==> config.mk <==
export PLATFORM = sky130hd
export DESIGN_NAME = cs_window_decoder
export DESIGN_NICKNAME = d
export VERILOG_FILES = /design/src/rtl/cswd_pkg.sv /design/src/rtl/cswd_cfg_regs.sv /design/src/rtl/cswd_win_match.sv /design/src/rtl/cswd_prio_pick.sv /design/src/rtl/cs_window_decoder.sv
export SDC_FILE = /design/constraint.sdc
export NUM_CORES = 1
export LEC_CHECK = 0
export ABC_CLOCK_PERIOD_IN_PS = 5100
export BUFFER_PORTS_ARGS = -buffer_cell sky130_fd_sc_hd__buf_2
export CORE_UTILIZATION = 60
export CTS_CLUSTER_SIZE = 30
export DETAILED_ROUTE_END_ITERATION = 6
export PLACE_DENSITY = 0.78
export RECOVER_POWER = 25
export SYNTH_ARGS = -nofsm -noshare
export SYNTH_HDL_FRONTEND = slang
export SYNTH_SLANG_ARGS = --single-unit
==> constraint.sdc <==
create_clock -name clk -period 5.1 [get_ports clk]
set_input_delay 1.275 -clock clk [delete_from_list [all_inputs] [get_ports clk]]
set_output_delay 1.275 -clock clk [all_outputs]
set_load 0.005 [all_outputs]
==> src/rtl/cswd_pkg.sv <==
// Package: shared types and register field positions for the window decoder.
// Assumes a 32-bit configuration word and comparison on the upper 16 address bits.
package cswd_pkg;
    localparam int CMP_W     = 16;  // compared address slice width
    localparam int FIELD_LSB = 16;  // base / mask field lsb in config word
    localparam int EN_BIT    = 0;   // enable flag in mask register
    localparam int PROT_BIT  = 8;   // write-protect flag in mask register

    typedef struct packed {
        logic [CMP_W-1:0] base;
        logic [CMP_W-1:0] mask;
        logic             en;
        logic             prot;
    } win_cfg_t;
endpackage

==> src/rtl/cswd_cfg_regs.sv <==
// Module: per-window configuration storage.
// Holds base, mask, enable and protect for each window. Writes to an index
// beyond the window count are dropped. Assumes cfg_wdata is 32 bits.
module cswd_cfg_regs
    import cswd_pkg::*;
#(
    parameter int NUM_WIN = 6,
    parameter int IDX_W   = 3
) (
    input  logic                       clk,
    input  logic                       rst_n,
    input  logic                       cfg_we,
    input  logic [IDX_W-1:0]           cfg_win,
    input  logic                       cfg_kind,
    input  logic [31:0]                cfg_wdata,
    output win_cfg_t [NUM_WIN-1:0]     win_cfg
);
    logic unused_cfg_bits;
    assign unused_cfg_bits = ^{cfg_wdata[15:PROT_BIT+1], cfg_wdata[PROT_BIT-1:EN_BIT+1]};

    for (genvar i = 0; i < NUM_WIN; i++) begin : g_win
        // Load the selected register of window i on a matching write.
        always_ff @(posedge clk) begin
            if (!rst_n) begin
                win_cfg[i] <= '0;
            end else if (cfg_we && (cfg_win == IDX_W'(i))) begin
                if (!cfg_kind) begin
                    win_cfg[i].base <= cfg_wdata[FIELD_LSB +: CMP_W];
                end else begin
                    win_cfg[i].mask <= cfg_wdata[FIELD_LSB +: CMP_W];
                    win_cfg[i].en   <= cfg_wdata[EN_BIT];
                    win_cfg[i].prot <= cfg_wdata[PROT_BIT];
                end
            end
        end
    end
endmodule

==> src/rtl/cswd_win_match.sv <==
// Module: single-window masked compare.
// Combinational. Hit when the window is enabled and every address bit in the
// compared slice either equals the base bit or is masked as don't-care.
module cswd_win_match
    import cswd_pkg::*;
#(
    parameter int ADDR_W = 32
) (
    input  win_cfg_t           cfg,
    input  logic [ADDR_W-1:0]  addr,
    output logic               hit,
    output logic               prot
);
    logic [CMP_W-1:0] diff;
    logic             unused_low;

    assign unused_low = ^addr[ADDR_W-CMP_W-1:0];

    // Bitwise mismatch restricted to cared-for bits.
    always_comb begin
        diff = (addr[ADDR_W-1 -: CMP_W] ^ cfg.base) & ~cfg.mask;
        hit  = cfg.en && (diff == '0);
        prot = cfg.prot;
    end
endmodule

==> src/rtl/cswd_prio_pick.sv <==
// Module: lowest-index priority pick over window hits.
// Combinational. Isolates the lowest set hit bit and reports that window's
// protect flag. Assumes at least one window.
module cswd_prio_pick #(
    parameter int NUM_WIN = 6
) (
    input  logic [NUM_WIN-1:0] hits,
    input  logic [NUM_WIN-1:0] prots,
    output logic [NUM_WIN-1:0] grant,
    output logic               any_hit,
    output logic               grant_prot
);
    // Two's-complement isolate of the lowest set bit.
    always_comb begin
        grant      = hits & (~hits + NUM_WIN'(1));
        any_hit    = |hits;
        grant_prot = |(grant & prots);
    end
endmodule

==> src/rtl/cs_window_decoder.sv <==
// Module: top of the masked chip-select decoder.
// Decodes a requested address against NUM_WIN windows and registers one of
// select / no-match / error one clock after the request. Assumes req is a
// single-cycle strobe per access (back-to-back strobes are allowed).
module cs_window_decoder
    import cswd_pkg::*;
#(
    parameter int NUM_WIN = 6,
    parameter int ADDR_W  = 32,
    localparam int IDX_W  = (NUM_WIN > 1) ? $clog2(NUM_WIN) : 1
) (
    input  logic               clk,
    input  logic               rst_n,
    input  logic               req,
    input  logic [ADDR_W-1:0]  req_addr,
    input  logic               req_write,
    input  logic               cfg_we,
    input  logic [IDX_W-1:0]   cfg_win,
    input  logic               cfg_kind,
    input  logic [31:0]        cfg_wdata,
    output logic [NUM_WIN-1:0] cs_sel,
    output logic               no_hit,
    output logic               bus_err
);
    win_cfg_t [NUM_WIN-1:0] win_cfg;
    logic [NUM_WIN-1:0]     hits;
    logic [NUM_WIN-1:0]     prots;
    logic [NUM_WIN-1:0]     grant;
    logic                   any_hit;
    logic                   grant_prot;
    logic                   blocked;

    cswd_cfg_regs #(.NUM_WIN(NUM_WIN), .IDX_W(IDX_W)) u_regs (
        .clk       (clk),
        .rst_n     (rst_n),
        .cfg_we    (cfg_we),
        .cfg_win   (cfg_win),
        .cfg_kind  (cfg_kind),
        .cfg_wdata (cfg_wdata),
        .win_cfg   (win_cfg)
    );

    for (genvar i = 0; i < NUM_WIN; i++) begin : g_match
        cswd_win_match #(.ADDR_W(ADDR_W)) u_match (
            .cfg  (win_cfg[i]),
            .addr (req_addr),
            .hit  (hits[i]),
            .prot (prots[i])
        );
    end

    cswd_prio_pick #(.NUM_WIN(NUM_WIN)) u_pick (
        .hits       (hits),
        .prots      (prots),
        .grant      (grant),
        .any_hit    (any_hit),
        .grant_prot (grant_prot)
    );

    // A write that lands on a protected winner is turned into an error.
    assign blocked = any_hit && req_write && grant_prot;

    // Register the per-request result; idle cycles give all-zero outputs.
    always_ff @(posedge clk) begin
        if (!rst_n) begin
            cs_sel  <= '0;
            no_hit  <= 1'b0;
            bus_err <= 1'b0;
        end else if (req) begin
            cs_sel  <= blocked ? '0 : grant;
            no_hit  <= !any_hit;
            bus_err <= blocked;
        end else begin
            cs_sel  <= '0;
            no_hit  <= 1'b0;
            bus_err <= 1'b0;
        end
    end
endmodule

[Word-level counts from Yosys, hierarchy flattened]
Cells that the tools add are included.
Storage, ports and cells
  bits in registers: 212
  input port bits: 73
  output and inout bits: 8
  logic and storage cells: 95
Cells by class
  add/subtract/negate cells: 1
  equality and inequality tests: 5
  bitwise gates (word level): 24
  reduce and logical (&&, ||, !) cells: 38
Operator list (count)
  $and 16x16->16: 6
  $logic_not 16->1: 6
  $not 16->16: 6
  $xor 16x16->16: 6
  $reduce_and 2->1: 13
  $logic_and 1x1->1: 14
  $and 6x6->6: 2
  $reduce_or 6->1: 2
  $add 6x1->6 const B: 1
  $eq 3x2->1 const B: 2
  $eq 3x3->1 const B: 2
  $not 6->6: 1
  $eq 3x1->1 const B: 1
  $logic_not 3->1: 1
  $not 1->1: 3
  $reduce_or 3->1: 1
  $logic_not 1->1: 1

[Depth between registers and ports, before layout]
  depth after elaboration: 11
  depth in mapped cells: 9

[By module]
A second synthesis with hierarchy kept.
Unflattened totals
  cell total of the unflattened synthesis: 931
  area, all modules: 9142.5 um2
Modules (own cells, without submodules)
  cswd_cfg_regs: times used 1, cells an instance 708, area an instance 7415.9 um2, seq. area each 4083.9 um2
  cswd_win_match: times used 6, cells an instance 31, area an instance 230.2 um2, seq. area each 0.0 um2
  cs_window_decoder: times used 1, cells an instance 19, area an instance 227.7 um2, seq. area each 160.2 um2
  cswd_prio_pick: times used 1, cells an instance 18, area an instance 117.6 um2, seq. area each 0.0 um2

[Least setup slack after synthesis]
Ideal clock, no wire load.
  kind: input to register
  from: input port req_addr[23]
  to: register bus_err
  library setup time: 0.060 ns
  arrival time: 3.071 ns
  slack: 1.969 ns
  cell stages on the path: 9
  cells stage by stage: buf_2 > xnor2_1 > o22ai_1 > nor4_2 > nand3_1 > or3b_1 > a311o_1 > a21oi_4 > and3_1
On the way
  word-level cells in the longest chain between the ends: 10
  elaborated cells on any way between the ends: 32
  classes of those cells: 1 x add/sub; 15 x bitwise; 16 x reduce/logical
RTL lines
  start, declared: RTL line cs_window_decoder.sv:15  | input logic [ADDR_W-1:0] req_addr,
  $xor 16x16->16: RTL line cswd_win_match.sv:21  | diff = (addr[ADDR_W-1 -: CMP_W] ^ cfg.base) & ~cfg.mask;
  $and 16x16->16: RTL line cswd_win_match.sv:21
  $logic_not 16->1: RTL line cswd_win_match.sv:22  | hit = cfg.en && (diff == '0);
  $logic_and 1x1->1: RTL line cswd_win_match.sv:22
  $not 6->6: RTL line cswd_prio_pick.sv:15  | grant = hits & (~hits + NUM_WIN'(1));
  $add 6x1->6: RTL line cswd_prio_pick.sv:15
  $and 6x6->6: RTL line cswd_prio_pick.sv:15
  $and 6x6->6: RTL line cswd_prio_pick.sv:17  | grant_prot = |(grant & prots);
  $reduce_or 6->1: RTL line cswd_prio_pick.sv:17
  $logic_and 1x1->1 *: RTL line cs_window_decoder.sv:61  | assign blocked = any_hit && req_write && grant_prot;
  end signal, assigned: RTL line cs_window_decoder.sv:72  | bus_err <= blocked;
  end, declared: RTL line cs_window_decoder.sv:23  | output logic bus_err
Every way passes the cells marked *; elsewhere a longest branch is shown, timed or not.
A chain may end at the register's enable or synchronous reset.

[Worst setup path in the final report]
  from: input port rst_n
  to: register, netlist name u_regs.win_cfg[146]
RTL lines
  start, declared: RTL line cs_window_decoder.sv:13  | input logic rst_n,
No word-level cell between the ends.

==> out/results.ini <==
[logic_synthesis]
synth-main-ff-cell=dfxtp_1
ys_top_cells_by_area=dfxtp_1, nand2_1, a21boi_0, xnor2_1, clkbuf_1
synth_top_cell_by_area=dfxtp_1
syn_area_sq_um=9350
synth_largest_type_area_fraction=0.454
async_flop_share=0
synth-edff-count=0
synth_fp_nets=1202
syn_avg_cell_area_sq_um=8.28
synth.distinct_cells=32
ys_ff_latch=212
yosysWarningCount=0
syn_inst=1129
seq_area_frac_synth=0.454

[setup_path]
end_kind=register
worstPathArrival_ps=4140
reg2reg_from=u_regs.win_cfg[158]$_SDFFE_PN0P_
critPathMaxFanout=106
r2r-end=cs_sel[1]$_SDFF_PP0_
required_ps=5510
reg2regPathDepth=8
crit_type=primary input to register
startpoint_type=primary input
reg2reg_slack_ps=2570

[power_and_ir_drop]
seqPwrFrac=0.471
pwr-share-clk=0.458
power_density_nw_per_um2=349
switching_share=0.228
combPwrFrac=0.071
p_int_uw=2770
p_leak_uw=0.00339
switchingPower_uw=816
peakVddDrop_v=0.000275

[place]
dpl_cell_area_sq_um=9560
port_buffers=50
routabilityCongestion=0.866
dpl.hpwl_um=15300

[timing]
clock.fmax_ghz=0.269
drv_slew=151
finClkSkew_ps=6.27
finalCritPeriodShare=0.730
rsz0062_at_grt=no
min_period_ps=3720
tightest_slew_ps=1720
slew_headroom=-0.149
hold_violations=0
finalSetupTns_ps=0
setup_violations=0

[drt]
viasPerCell=5.71
drt_wl_total_um=25200
drt_iter0_markers=594
drc=0
num_vias=7560
wl_per_cell_um=19.1
ant_nets=0
firstDrtPassIters=5

[clock_network]
cts_tree=yes
htree_num_levels=1
cts_hold_buf=0
clock-sinks=212
clkLatencyLatePin_ps=500
postCtsSetupBuffers=0
cts.clk_slew.worst_paths_ps=60
ctsLongestPathBuffers=3
cts_resized=0
cts_buffers=22
clock-root-buffer=clkbuf_16

[cells_and_area]
drive_above_1_share=0.0845
areaGrowthSynthToFinish_pct=10.0
fin_area_sq_um=10300
most-common-layout-cells=nand2_1, dfxtp_1, a21boi_0
layout_commonest_cell=nand2_1
seqCellArea_sq_um=4240
num_antenna_cells=0
n_fill_cell=1270
multi_input_area_sq_um=4740
nNetsFinal=1198

[die]
io_pins=81
start_util=0.615
dieWidth_um=127
die_area_sq_um=16100
core_sq_um=15200
row_count=45
die_h_um=127

[worst_hold_path]
hold_path_depth=2
min_path_type=register to register
min_from=u_regs.win_cfg[11]$_SDFFE_PN0P_
worstHoldEndpoint=u_regs.win_cfg[11]$_SDFFE_PN0P_

[run_status]
status=finished with violations
violations=max-capacitance violations, max-slew violations

[grt]
grt_antenna_before_repair=0
grt_pass1_wl_um=39400
grt_pass1_vias=6986
grt-ovfl-total=0
grt_max_degree=107
grt_use_total=0.322

[flow_run]
cap_violations=2

[synth_stat cells, types with 3 or more instances]
| library cell | count |
|---|---|
| nor2b_1 | 18 |
| xnor2_1 | 94 |
| nand3_1 | 11 |
| a21boi_0 | 187 |
| clkbuf_1 | 71 |
| mux2i_1 | 18 |
| nor2_1 | 18 |
| nor3_1 | 11 |
| nor4_1 | 9 |
| nand2_1 | 387 |
| o22ai_1 | 42 |
| buf_2 | 13 |
| nand3b_1 | 3 |
| buf_6 | 4 |
| dfxtp_1 | 212 |
| o21ai_0 | 7 |
[flip-flops by register name, summed over array words and instances (netlist names)]
signal,cells
u_regs.win_cfg,204
cs_sel,6
bus_err,1
no_hit,1
[metrics by stage]
step | hold WS, ps | setup slack, ps | util | total power, uW | std cells
final | 462 | 1380 | 0.676 | 3590 | 1324
after global routing | 483 | 1130 | 0.676 | 3690 | 1324
after CTS | 463 | 1830 | 0.677 | 3590 | 1324
after detailed placement | 455 | 1380 | 0.629 | 1970 | 1289
after global placement | 447 | 1420 | 0.629 | 1970 | 1289
after floorplan | 440 | 1970 | - | 1890 | 1129
[layer usage]
layer  track usage  part of all wire
met3        0.0687             0.086
met4        0.0966             0.030
met1         0.433              0.43
met5             0                 0
met2         0.519              0.45
[power groups by stage]
stage	Clock, uW	Sequential [uW]	Combinational (uW)
6_report	1640	1690	254
5_1_grt	1720	1690	271
4_1_cts	1650	1690	248
3_5_place_dp	0	1730	247
3_3_place_gp	0	1720	245
2_1_floorplan	0	1720	169
[how the worst max path moves through the flow]
stage | start | end | slack (ps) | depth (start not counted)
after global placement | req_addr[22] | cs_sel[1]$_SDFF_PP0_ | 1420 | 9
after global routing | rst_n | u_regs.win_cfg[2]$_SDFFE_PN0P_ | 1130 | 3
after CTS | req_addr[22] | cs_sel[1]$_SDFF_PP0_ | 1830 | 9
after floorplan | req_addr[23] | bus_err$_SDFF_PN0_ | 1970 | 9
after detailed placement | req_addr[22] | cs_sel[1]$_SDFF_PP0_ | 1380 | 9
final | rst_n | u_regs.win_cfg[146]$_SDFFE_PN0P_ | 1380 | 3
[cell type report]
cell class	count	share of cell area
clock inverters	3	0.00633
multi-input cells	827	0.461
flip-flops and latches	212	0.413
repair buffers	60	0.0308
inverters	2	0.000730
clock buffers	32	0.0651
well taps	188	0.0229
[kinds of logic (layout without fill, tap and decap cells)]
logic type      Yosys count  in the layout  share of synthesized area
flops                   212            212                      0.454
xor+xnor                 96             96                     0.0916
simple gates            474            474                      0.208
mux                      18             18                     0.0193
buf+inv                  90             97                     0.0411
compound gates          239            239                      0.186
[worst max-delay path: stages]
cell and delay (ps):
clkbuf_2 1220, clkbuf_1 1280, a21boi_0 300
No activity file was read; power rests on OpenSTA's default activity.
